## src/rtl/rr_pkg.sv

```systemverilog
package rr_pkg;
  typedef enum logic {
    ST_IDLE = 1'b0,
    ST_READ = 1'b1
  } rr_state_e;
endpackage

```

## src/rtl/rr_rstsync.sv

```systemverilog
module rr_rstsync (
  input  logic clk,
  input  logic arst_n,
  output logic srst_n
);
  logic meta_q;
  logic sync_q;

  always_ff @(posedge clk or negedge arst_n) begin
    if (!arst_n) begin
      meta_q <= 1'b0;
      sync_q <= 1'b0;
    end else begin
      meta_q <= 1'b1;
      sync_q <= meta_q;
    end
  end

  assign srst_n = sync_q;
endmodule

```

## src/rtl/rr_vote.sv

```systemverilog
module rr_vote #(
  parameter int DW = 8
) (
  input  logic [DW-1:0] code_a,
  input  logic [DW-1:0] code_b,
  input  logic [DW-1:0] code_c,
  output logic [DW-1:0] voted,
  output logic          differ
);
  // two-out-of-three per bit, one slice per bit position
  for (genvar g = 0; g < DW; g++) begin : g_bit
    assign voted[g] = (code_a[g] & code_b[g]) | (code_a[g] & code_c[g]) |
                      (code_b[g] & code_c[g]);
  end

  assign differ = (code_a != code_b) || (code_b != code_c);
endmodule

```

## src/rtl/rr_mean.sv

```systemverilog
module rr_mean #(
  parameter int DW = 8,
  parameter int SW = DW + 3
) (
  input  logic [SW-1:0] sum,
  input  logic          by_five,
  output logic [DW-1:0] mean
);
  // reciprocal of five: shift chosen so the floor is exact over the sum range
  localparam int SH = SW + 3;
  localparam int PW = SW + SH + 1;
  localparam longint unsigned RECIP = ((64'd1 << SH) + 64'd4) / 64'd5;
  localparam logic [PW-1:0] RECIP_C = PW'(RECIP);

  logic [SW-1:0] biased5;
  logic [PW-1:0] prod;
  logic [SW-1:0] biased2;

  always_comb begin
    biased5 = sum + SW'(2);
    prod    = PW'(biased5) * RECIP_C;
    biased2 = sum + SW'(1);
    if (by_five) mean = DW'(prod >> SH);
    else         mean = DW'(biased2 >> 1);
  end
endmodule

```

## src/rtl/rr_seq.sv

```systemverilog
module rr_seq
  import rr_pkg::*;
#(
  parameter int AW = 8
) (
  input  logic          clk,
  input  logic          rst_n,
  input  logic          start,
  input  logic          crit_in,
  input  logic          five_in,
  input  logic [AW-1:0] base_in,
  input  logic          rd_ack,
  output logic          busy,
  output logic          rd_req,
  output logic [AW-1:0] rd_addr,
  output logic          take,
  output logic          take_last,
  output logic [2:0]    idx,
  output logic          crit_q,
  output logic          five_q
);
  rr_state_e     state_q, state_n;
  logic [2:0]    cnt_q, cnt_n;
  logic [AW-1:0] base_q;
  logic          launch;
  logic [2:0]    last_idx;

  assign launch   = (state_q == ST_IDLE) && start;
  assign last_idx = crit_q ? 3'd2 : (five_q ? 3'd4 : 3'd1);
  assign busy     = (state_q == ST_READ);
  assign rd_req   = busy;
  assign rd_addr  = base_q + (crit_q ? AW'(cnt_q) : '0);
  assign take     = busy && rd_ack;
  assign take_last = take && (cnt_q == last_idx);
  assign idx      = cnt_q;

  always_comb begin
    state_n = state_q;
    cnt_n   = cnt_q;
    if (launch) begin
      state_n = ST_READ;
      cnt_n   = 3'd0;
    end else if (take_last) begin
      state_n = ST_IDLE;
      cnt_n   = 3'd0;
    end else if (take) begin
      cnt_n   = cnt_q + 3'd1;
    end
  end

  always_ff @(posedge clk or negedge rst_n) begin
    if (!rst_n) begin
      state_q <= ST_IDLE;
      cnt_q   <= 3'd0;
    end else begin
      state_q <= state_n;
      cnt_q   <= cnt_n;
    end
  end

  always_ff @(posedge clk or negedge rst_n) begin
    if (!rst_n) begin
      crit_q <= 1'b0;
      five_q <= 1'b0;
      base_q <= '0;
    end else if (launch) begin
      crit_q <= crit_in;
      five_q <= five_in;
      base_q <= base_in;
    end
  end
endmodule

```

## src/rtl/redread_combiner.sv

```systemverilog
module redread_combiner #(
  parameter int AW = 8,
  parameter int DW = 8
) (
  input  logic          clk,
  input  logic          rst_n,
  input  logic          start,
  input  logic          crit_mode,
  input  logic          five_reads,
  input  logic [AW-1:0] base_addr,
  output logic          rd_req,
  output logic [AW-1:0] rd_addr,
  input  logic          rd_ack,
  input  logic [DW-1:0] rd_data,
  output logic          busy,
  output logic          res_valid,
  output logic [DW-1:0] res_data,
  output logic          res_disagree
);
  localparam int SW = DW + 3;

  logic          srst_n;
  logic          take, take_last, crit_q, five_q;
  logic [2:0]    idx;
  logic [DW-1:0] cap0_q, cap1_q;
  logic [SW-1:0] acc_q, acc_n;
  logic [DW-1:0] voted, mean;
  logic          differ;
  logic          valid_n, flag_n;
  logic [DW-1:0] data_n;

  rr_rstsync u_rst (.clk(clk), .arst_n(rst_n), .srst_n(srst_n));

  rr_seq #(.AW(AW)) u_seq (
    .clk(clk), .rst_n(srst_n), .start(start), .crit_in(crit_mode),
    .five_in(five_reads), .base_in(base_addr), .rd_ack(rd_ack),
    .busy(busy), .rd_req(rd_req), .rd_addr(rd_addr), .take(take),
    .take_last(take_last), .idx(idx), .crit_q(crit_q), .five_q(five_q)
  );

  // running total restarts on the first code of each operation
  always_comb begin
    if (idx == 3'd0) acc_n = SW'(rd_data);
    else             acc_n = acc_q + SW'(rd_data);
  end

  rr_vote #(.DW(DW)) u_vote (
    .code_a(cap0_q), .code_b(cap1_q), .code_c(rd_data),
    .voted(voted), .differ(differ)
  );

  rr_mean #(.DW(DW), .SW(SW)) u_mean (
    .sum(acc_n), .by_five(five_q), .mean(mean)
  );

  always_comb begin
    valid_n = take_last;
    flag_n  = take_last && crit_q && differ;
    data_n  = crit_q ? voted : mean;
  end

  always_ff @(posedge clk or negedge srst_n) begin
    if (!srst_n) begin
      acc_q  <= '0;
      cap0_q <= '0;
      cap1_q <= '0;
    end else if (take) begin
      acc_q <= acc_n;
      if (idx == 3'd0) cap0_q <= rd_data;
      if (idx == 3'd1) cap1_q <= rd_data;
    end
  end

  always_ff @(posedge clk or negedge srst_n) begin
    if (!srst_n) begin
      res_valid    <= 1'b0;
      res_disagree <= 1'b0;
    end else begin
      res_valid    <= valid_n;
      res_disagree <= flag_n;
    end
  end

  always_ff @(posedge clk or negedge srst_n) begin
    if (!srst_n)         res_data <= '0;
    else if (take_last)  res_data <= data_n;
  end
endmodule

```

## config.mk

```make
export PLATFORM = sky130hd
export DESIGN_NAME = redread_combiner
export DESIGN_NICKNAME = d
export VERILOG_FILES = /design/src/rtl/rr_pkg.sv /design/src/rtl/rr_rstsync.sv /design/src/rtl/rr_vote.sv /design/src/rtl/rr_mean.sv /design/src/rtl/rr_seq.sv /design/src/rtl/redread_combiner.sv
export SDC_FILE = /design/constraint.sdc
export NUM_CORES = 1
export LEC_CHECK = 0
export BUFFER_PORTS_ARGS = -buffer_cell sky130_fd_sc_hd__buf_2
export CAP_MARGIN = 10
export CORE_MARGIN = 3
export CORE_UTILIZATION = 50
export CTS_CLUSTER_SIZE = 24
export DETAILED_ROUTE_END_ITERATION = 10
export GPL_ROUTABILITY_DRIVEN = 0
export PLACE_DENSITY_LB_ADDON = 0.15
export SLEW_MARGIN = 10
export SYNTH_ARGS = -nofsm -noshare
export SYNTH_HDL_FRONTEND = slang
export SYNTH_SLANG_ARGS = --single-unit
```

## constraint.sdc

```tcl
create_clock -name clk -period 3.77 [get_ports clk]
set_clock_uncertainty 0.05 [all_clocks]
set_input_delay 1.131 -clock clk [delete_from_list [all_inputs] [get_ports clk]]
set_output_delay 1.131 -clock clk [all_outputs]
set_load 0.05 [all_outputs]
```

==> results.toml, run 1 <==
[run_status]
outcome = "complete, but fails checks"
violations = "negative setup slack"

[clock_network]
clockBufferDepth = 2
cts_root_buffer = "clkbuf_8"
cts_tree = "done"
postCtsHoldBufs = 0
h-tree-depth = 2
cts.sinks = 53
clkTransAtPathRegs_ns = 0.11
clock_latency_ns = 0.31
cts-buffers-inserted = 5

[drt]
drtPass1Iterations = 4
wire_per_inst_um = 16.2
drc = 0
routed_wl_um = 13800
vias_per_cell = 5.35
num_vias = 4553
drtAntennaViolNets = 0
drtIter0Drc = 164

[place]
numPortBuffers = 41
placedInstanceArea_um2 = 6680
dpl.hpwl_um = 11000
pre_cts_ws_ns = -4.08

[global_route]
gr-usage-all-layers_pct = 21.9
grt_pass1_wl_um = 22300
grt_max_degree = 52
antenna_found_initial = 0
grt_overflow = 0
grt_pass1_vias = 4767

[synthesis]
synth.distinct_cells = 64
ys_ff_latch = 53
syn_nets = 715
synth_most_common_cell = "ha_1"
yosysWarnings = 0
synth_area_um2 = 5530
yosys.area.top_type = "dfrtp_1"
syn_area_per_cell_um2 = 9.81
synth_edf_count = 0
synth.top_cells.by_area = "dfrtp_1, ha_1, fa_1, inv_1, mux2_2"
netlist_instances = 564
synth_flop_cell = "dfrtp_1"
synth_top_area_share_pct = 24.0
seq_area_frac_synth_pct = 24.0
async_reset_ff_share_pct = 100
netlist_top_cells_count = "ha_1, inv_1, dfrtp_1, nand2_1, fa_1"

[floorplanning]
die_w_um = 111
row_count = 37
io_pins = 42
fp.dieArea_um2 = 12400
dieHeight_um = 111
initial_core_util_pct = 52.4
coreArea_um2 = 10600

[timing]
fmax_mhz = 134
final_hold_viol_count = 0
maxSlewHeadroom_pct = 55.2
fin_ws_ns = -3.68
setup_viol = 8
worst_pin_slew_ns = 0.672
rsz0062_at_grt = "yes"
report.final.slew_viol_count = 0
period_minus_slack_ns = 7.45
fin_crit_sh_pct = 198

[setup_path]
path_class = "in -> reg"
arrival_ns = 7.61
crit_required_ns = 3.94
start_kind = "input pin"
end_kind = "register"
critPathLaunch = "rd_data[0]"
slowest_delay_ns = 0.58
r2r_start = "acc_q[0]"
critPathSlowestCell = "fa_2"
cp_max_fo = 3

[finish]
multi_input_area_um2 = 4100
seq_area_um2 = 1330
area_growth_pct = 28.7
stdcell_area_um2 = 7120
drive_gt1_share_pct = 35.2
layout.nets = 865
diodes = 0
fillCellCount = 848

[min_path]
holdCritStartpoint = "u_rst.meta_q"
hold_class = "reg -> reg"

[run]
cap_viol_max_count = 0
-- cell usage in the layout, fill, tap and decap left out, types with 12 or more instances in the layout --
master | Yosys | layout
fa_1 | 33 | 28
xnor2_1 | 17 | 15
buf_2 | 1 | 39
buf_4 | 2 | 114
dfrtp_1 | 53 | 51
ha_1 | 96 | 85
mux2_2 | 24 | 24
nor2_1 | 19 | 19
o21ai_0 | 25 | 16
xor2_1 | 17 | 12
nand2_1 | 47 | 46
a21oi_1 | 20 | 17
inv_1 | 85 | 80
-- repair_timing --
item,in CTS,in global routing
setup endpoints to repair,8,10
gates resized for setup,21,34
setup buffers,6,4
gates cloned,0,0
pin swaps,18,17
-- stage by stage --
step | instances | hold WS [ns] | util, % | setup TNS [ns]
global placement | 833 | 0.287 | 63.3 | -30.54
finish | 851 | 0.319 | 67.4 | -28.65
floorplan | 564 | 0.281 | - | -28.30
detailed placement | 833 | 0.296 | 63.3 | -32.23
CTS | 847 | 0.323 | 65.5 | -27.74
global route | 851 | 0.331 | 67.4 | -30.59
-- state kept, by name, indices dropped and copies added, names as in the netlist --
name / cells
u_seq.busy: 1
acc_q: 11
u_rst.meta_q: 1
u_seq.base_q: 8
cap0_q: 8
u_seq.crit_q: 1
u_rst.srst_n: 1
res_disagree: 1
res_data: 8
u_seq.five_q: 1
res_valid: 1
u_seq.idx: 3
cap1_q: 8
-- routing by layer --
layer,vias up,track usage [%],share of wire (%)
met5,-,0,0
met4,0,4.30,1.3
met3,18,2.57,3.0
met2,74,40.2,53
met1,2250,27.8,43
li1,2211,-,-
-- logic make-up (layout without fill, tap and decap cells) --
| family | count (synthesis) | count (layout) | synth area share (%) |
|---|---|---|---|
| AOI/OAI and AO/OA | 91 | 91 | 11.4 |
| xor gates and xnor gates | 34 | 34 | 5.38 |
| adders and majority gates | 129 | 129 | 33.6 |
| buffers and inverters | 100 | 251 | 7.71 |
| DFF | 53 | 53 | 24.0 |
| muxes | 30 | 30 | 6.06 |
| other | 1 | 1 | 0.0678 |
| and+or+nand+nor | 126 | 126 | 11.8 |
-- worst max-delay path: cells and delay by family --
family,cells,cell delay [ns]
compound gates,6,1.22
simple gates,8,1.68
xor+xnor,2,0.36
buf+inv,4,0.19
fa+ha+maj,8,3.02
-- worst paths after layout --
kind	endpoint	slack, ns	cells after the start
hold / removal	u_rst.srst_n	0.32	0
min in group asynchronous	u_seq.base_q[7]	0.34	1
setup / recovery	res_data[6]	-3.68	28
max in group asynchronous	u_seq.crit_q	2.85	1
hold reg to reg	u_rst.srst_n	0.32	0
setup reg to reg	res_data[6]	-3.20	27
-- final cells by class --
type                            count  area share, %
Multi-Input combinational cell    411           57.5
Sequential cell                    53           18.7
Timing Repair Buffer              157           15.4
Inverter                           86           4.53
Tap cell                          136           2.39
Clock buffer                        5          0.967
Clock inverter                      3          0.475
Power of run 1 is left out: the tool's default activity adds up to more than one toggle a clock period on the data nets, which glitch-free logic cannot reach.
==> inputs of run 2 (changes only) <==
- CORE_UTILIZATION: 50 -> 35
==> run 2 against run 1 <==
Net effect: the run still ends with negative setup slack left; first-iteration DRC count fell by 13%; design area rose by 0.51%; core utilization fell by 21 points; final cell count rose by 8.9%; routed wire length fell by 1.5%; highest routed layer unchanged; flip-flop and latch count did not move; largest cell class unchanged; non-clock buffer count rose by 1.
==> results.toml, run 2 (synthesis gave the netlist of run 1 again) <==
[floorplanning]
coreArea_um2 = 15300
die_w_um = 132
dieHeight_um = 132
fp.dieArea_um2 = 17400
io_pins = 42
initial_core_util_pct = 36.1
row_count = 45

[setup_path]
slowest_delay_ns = 0.53
end_kind = "register"
critPathSlowestCell = "fa_1"
crit_required_ns = 3.92
cp_max_fo = 4
path_class = "in -> reg"
arrival_ns = 7.56
start_kind = "input pin"

[timing]
fin_ws_ns = -3.63
period_minus_slack_ns = 7.40
fin_crit_sh_pct = 196
final_hold_viol_count = 0
rsz0062_at_grt = "yes"
setup_viol = 8
report.final.slew_viol_count = 0
setup_tns_ns = -27.96
fmax_mhz = 135
worst_pin_slew_ns = 0.717
maxSlewHeadroom_pct = 51.7

[global_route]
antenna_found_initial = 0
gr-usage-all-layers_pct = 16.3
grt_max_degree = 52
grt_pass1_wl_um = 23100
grt_overflow = 0
grt_pass1_vias = 4740

[clock_network]
cts_root_buffer = "clkbuf_16"
clock_latency_ns = 0.30
cts_tree = "done"
cts.sinks = 53
clockBufferDepth = 2
h-tree-depth = 2
clkTransAtPathRegs_ns = 0.08
cts-buffers-inserted = 5

[finish]
largest_register_ffs = 11
top_register = "acc_q"
final_core_util_pct = 46.7
area_growth_pct = 29.3
layout.nets = 866
final_common_cell = "buf_4"
layout_common_cells = "buf_4, ha_1, inv_1, dfrtp_1, nand2_1"
drive_gt1_share_pct = 33.1
diodes = 0

[drt]
drtIter0Drc = 142
wire_per_inst_um = 14.7
vias_per_cell = 4.71
drtPass1Iterations = 4
drc = 0
drtAntennaViolNets = 0
routed_wl_um = 13600
num_vias = 4365

[run_status]
violations = "negative setup slack"
outcome = "complete, but fails checks"

[min_path]
hold_class = "reg -> reg"

[place]
dpl.hpwl_um = 11500
numPortBuffers = 41

[run]
cap_viol_max_count = 0
## run 2: cell types whose count changed in the layout (fill, tap and decap cells not counted), moves of 4 or more
cell | before | now
clkbuf_16 | 0 | 5
o21ai_0 | 16 | 20
ha_2 | 5 | 1
clkbuf_8 | 5 | 0
ha_1 | 85 | 91
## run 2: cell type report
| class | instances | area [um2] |
|---|---|---|
| fillers | 1488 | 8160 |
| multi-input cells | 411 | 3990 |
| flip-flops and latches | 53 | 1330 |
| repair buffers | 158 | 1100 |
| inverters | 86 | 323 |
| well taps | 211 | 264 |
| clock buffers | 5 | 125 |
| clock inverters | 3 | 33.8 |
## run 2: what timing repair did
item	CTS	global route
setup endpoints to repair	8	9
endpoints found under the hold margin	0	0
hold buffers	0	0
resized for setup	27	1
buffers inserted	9	0
pin swaps	19	1
## run 2: worst max-delay path: cells and delay by family
kind	cells	cell delay (ns)
xor+xnor	1	0.17
fa+ha+maj	8	2.95
compound gates	7	1.37
buf+inv	4	0.22
simple gates	8	1.70
## run 2: worst paths after layout
kind | slack, ns | startpoint | endpoint | depth (start not counted)
min in group asynchronous | 0.32 | u_rst.srst_n | u_seq.busy | 1
max in group asynchronous | 2.88 | u_rst.srst_n | u_seq.base_q[4] | 1
setup / recovery | -3.63 | rd_data[0] | res_data[7] | 28
hold / removal | 0.31 | u_rst.meta_q | u_rst.srst_n | 0
hold reg to reg | 0.31 | u_rst.meta_q | u_rst.srst_n | 0
setup reg to reg | -3.14 | acc_q[0] | res_data[7] | 27
## run 2: layer usage
layer / vias to the layer above / global-route usage [%] / routed length [um]
li1: 2226 / - / -
met1: 2088 / 22.2 / 6510
met2: 40 / 28.2 / 6700
met3: 11 / 1.91 / 269
met4: 0 / 3.09 / 142
met5: - / 0 / 0
## run 2: per-stage QoR
step	hold WS (ns)	setup WS [ns]	area, um2	std cells
finish	0.306	-3.63	7160	927
global route	0.321	-3.94	7160	927
CTS	0.310	-3.62	7150	927
detailed placement	0.291	-4.12	6790	910
global placement	0.287	-3.96	6790	910
floorplan	0.281	-3.69	5610	564
Power of run 2 is left out for the same reason.
==> inputs of run 3 (changes only) <==
- SYNTH_HIERARCHICAL: unset -> 1
==> run 3 against run 2 <==
Net effect: the run still ends with negative setup slack left; hold slack got worse by 0.21 ns; die area increased by 4.3%; core utilization rose by 2.6 points.
==> results.toml, run 3 <==
[run_status]
outcome = "complete, but fails checks"
violations = "negative setup slack"

[drt]
drtIter0Drc = 195
drtPass1Iterations = 4
num_vias = 4905
drc = 0
drtAntennaViolNets = 0
wire_per_inst_um = 15.7
routed_wl_um = 15800
vias_per_cell = 4.88

[clock_network]
cts_tree = "done"
cts_root_buffer = "clkbuf_16"
cts-buffers-inserted = 5
cts.sinks = 53
clock_latency_ns = 0.30
h-tree-depth = 2
clkTransAtPathRegs_ns = 0.07
postCtsHoldBufs = 0
clockBufferDepth = 2

[finish]
area_growth_pct = 36.4
stdcell_count = 1006
layout.nets = 938
top_register = "acc_q"
final_common_cell = "buf_4"
layout_common_cells = "buf_4, ha_1, inv_1, dfrtp_1, nand2_1"
drive_gt1_share_pct = 39.9
diodes = 0
largest_register_ffs = 11

[synthesis]
netlist_instances = 600
netlist_top_cells_count = "ha_1, inv_1, dfrtp_1, nand2_1, nor2_1"
synth_area_um2 = 5780
synth_top_family_by_area = "adder cells"
synth_top_area_share_pct = 22.9
yosysWarnings = 6
synth.top_cells.by_area = "dfrtp_1, ha_1, fa_1, inv_1, mux2_2"
async_reset_ff_share_pct = 100
synth_most_common_cell = "ha_1"
synthMuxAreaShare_pct = 7.03
syn_area_per_cell_um2 = 9.64
synth_edf_count = 0
synth_compound_area_share_pct = 13.0
synth_flop_cell = "dfrtp_1"
yosys.area_share.simple_pct = 12.9
seq_area_frac_synth_pct = 22.9
yosys.area.top_type = "dfrtp_1"
syn_nets = 749
synth.distinct_cells = 71
ys_ff_latch = 53
synthAdderAreaFrac_pct = 31.8
synth_xor_area_share_pct = 5.45

[min_path]
hold_class = "reg -> async"

[setup_path]
critPathSlowestCell = "fa_1"
path_class = "in -> reg"
crit_required_ns = 3.94
end_kind = "register"
cp_max_fo = 4
crit_buf_inv = 5
slowest_delay_ns = 0.50
arrival_ns = 7.06
r2r_start = "acc_q[0]"
critPathTopFamily = "adder cells"
critPathLaunch = "rd_data[0]"
start_kind = "input pin"

[timing]
fin_ws_ns = -3.12
final_hold_viol_count = 0
setup_viol = 8
fin_crit_sh_pct = 183
worst_pin_slew_ns = 0.819
fmax_mhz = 145
report.final.slew_viol_count = 0
hold_slack_ns = 0.0910
rsz0062_at_grt = "yes"
period_minus_slack_ns = 6.89
maxSlewHeadroom_pct = 45.4

[global_route]
grt_overflow = 0
antenna_found_initial = 0
gr-usage-all-layers_pct = 17.6
met1_usage_pct = 24.3
grt_max_degree = 41
use_met2_pct = 30.3
grt_pass1_vias = 5129
grt_use_met3_pct = 2.20
top_usage_layer = "met2"
grt_pass1_wl_um = 25700

[place]
dpl.hpwl_um = 13100
numPlacedInstances = 980
numPortBuffers = 41

[floorplanning]
fp.dieArea_um2 = 18100
row_count = 46
dieHeight_um = 135
coreArea_um2 = 16000
io_pins = 42
die_w_um = 135
initial_core_util_pct = 36.2

[run]
cap_viol_max_count = 0
[run 3: changes by cell type in the layout (fill, tap and decap cells not counted), sizes merged, moves of 6 or more]
cell / delta
nand2: -6
a211oi: -8
nor2: +23
o21ai: -6
a21oi: +18
buf: +38
mux2i: +6
a211o: +7
[run 3: what timing repair did]
action,4_1_cts,5_1_grt
pin swaps,50,24
gates resized for setup,40,18
setup endpoints to repair,8,8
setup buffers,10,8
gates cloned,0,0
hold endpoints to repair,0,0
[run 3: path summary, 6_finish.rpt]
check,endpoint,slack [ns],depth (start not counted)
setup / recovery,res_data[4],-3.12,29
hold / removal,u_seq/busy,0.09,0
setup reg to reg,res_data[4],-2.63,28
hold reg to reg,u_seq/busy,0.09,0
max in group asynchronous,acc_q[10],2.75,1
min in group clk,u_rst/srst_n,0.31,0
[run 3: logic make-up (layout without fill, tap and decap cells)]
logic type,after synthesis,count (layout)
other cells,1,1
fa+ha+maj,127,127
buf+inv,95,285
compound gates,108,108
xor+xnor,36,36
flops,53,53
simple gates,143,143
mux,37,37
[run 3: area by class of cell]
| class | count | area, um2 |
|---|---|---|
| Clock inverter | 2 | 13.8 |
| Fill cell | 1533 | 8110 |
| Clock buffer | 6 | 129 |
| Tap cell | 216 | 270 |
| Sequential cell | 53 | 1330 |
| Timing Repair Buffer | 195 | 1370 |
| Inverter | 82 | 310 |
| Multi-Input combinational cell | 452 | 4470 |
[run 3: metrics by stage]
stage	utilization [%]	worst slack (ns)	cell area [um2]	TNS, ns
CTS	48.4	-3.12	7740	-24.32
global route	49.3	-3.40	7890	-26.43
floorplan	-	-3.19	5930	-24.28
global placement	45.9	-3.58	7340	-28.09
detailed placement	45.9	-3.66	7340	-28.59
finish	49.3	-3.12	7890	-24.29
[run 3: routing by layer]
| metal | wire length (um) | vias to the layer above |
|---|---|---|
| met5 | 0 | - |
| met4 | 191 | 0 |
| met2 | 7670 | 70 |
| met1 | 7420 | 2374 |
| li1 | - | 2444 |
| met3 | 494 | 17 |
[run 3: worst register-to-register path: cells and delay by family (launching register included)]
kind / cells / cell delay (ns)
fa+ha+maj: 8 / 2.92
buf+inv: 4 / 0.29
mux: 1 / 0.10
flops: 1 / 0.40
simple gates: 6 / 0.98
xor+xnor: 2 / 0.38
compound gates: 7 / 1.20
Power of run 3 is left out for the same reason.
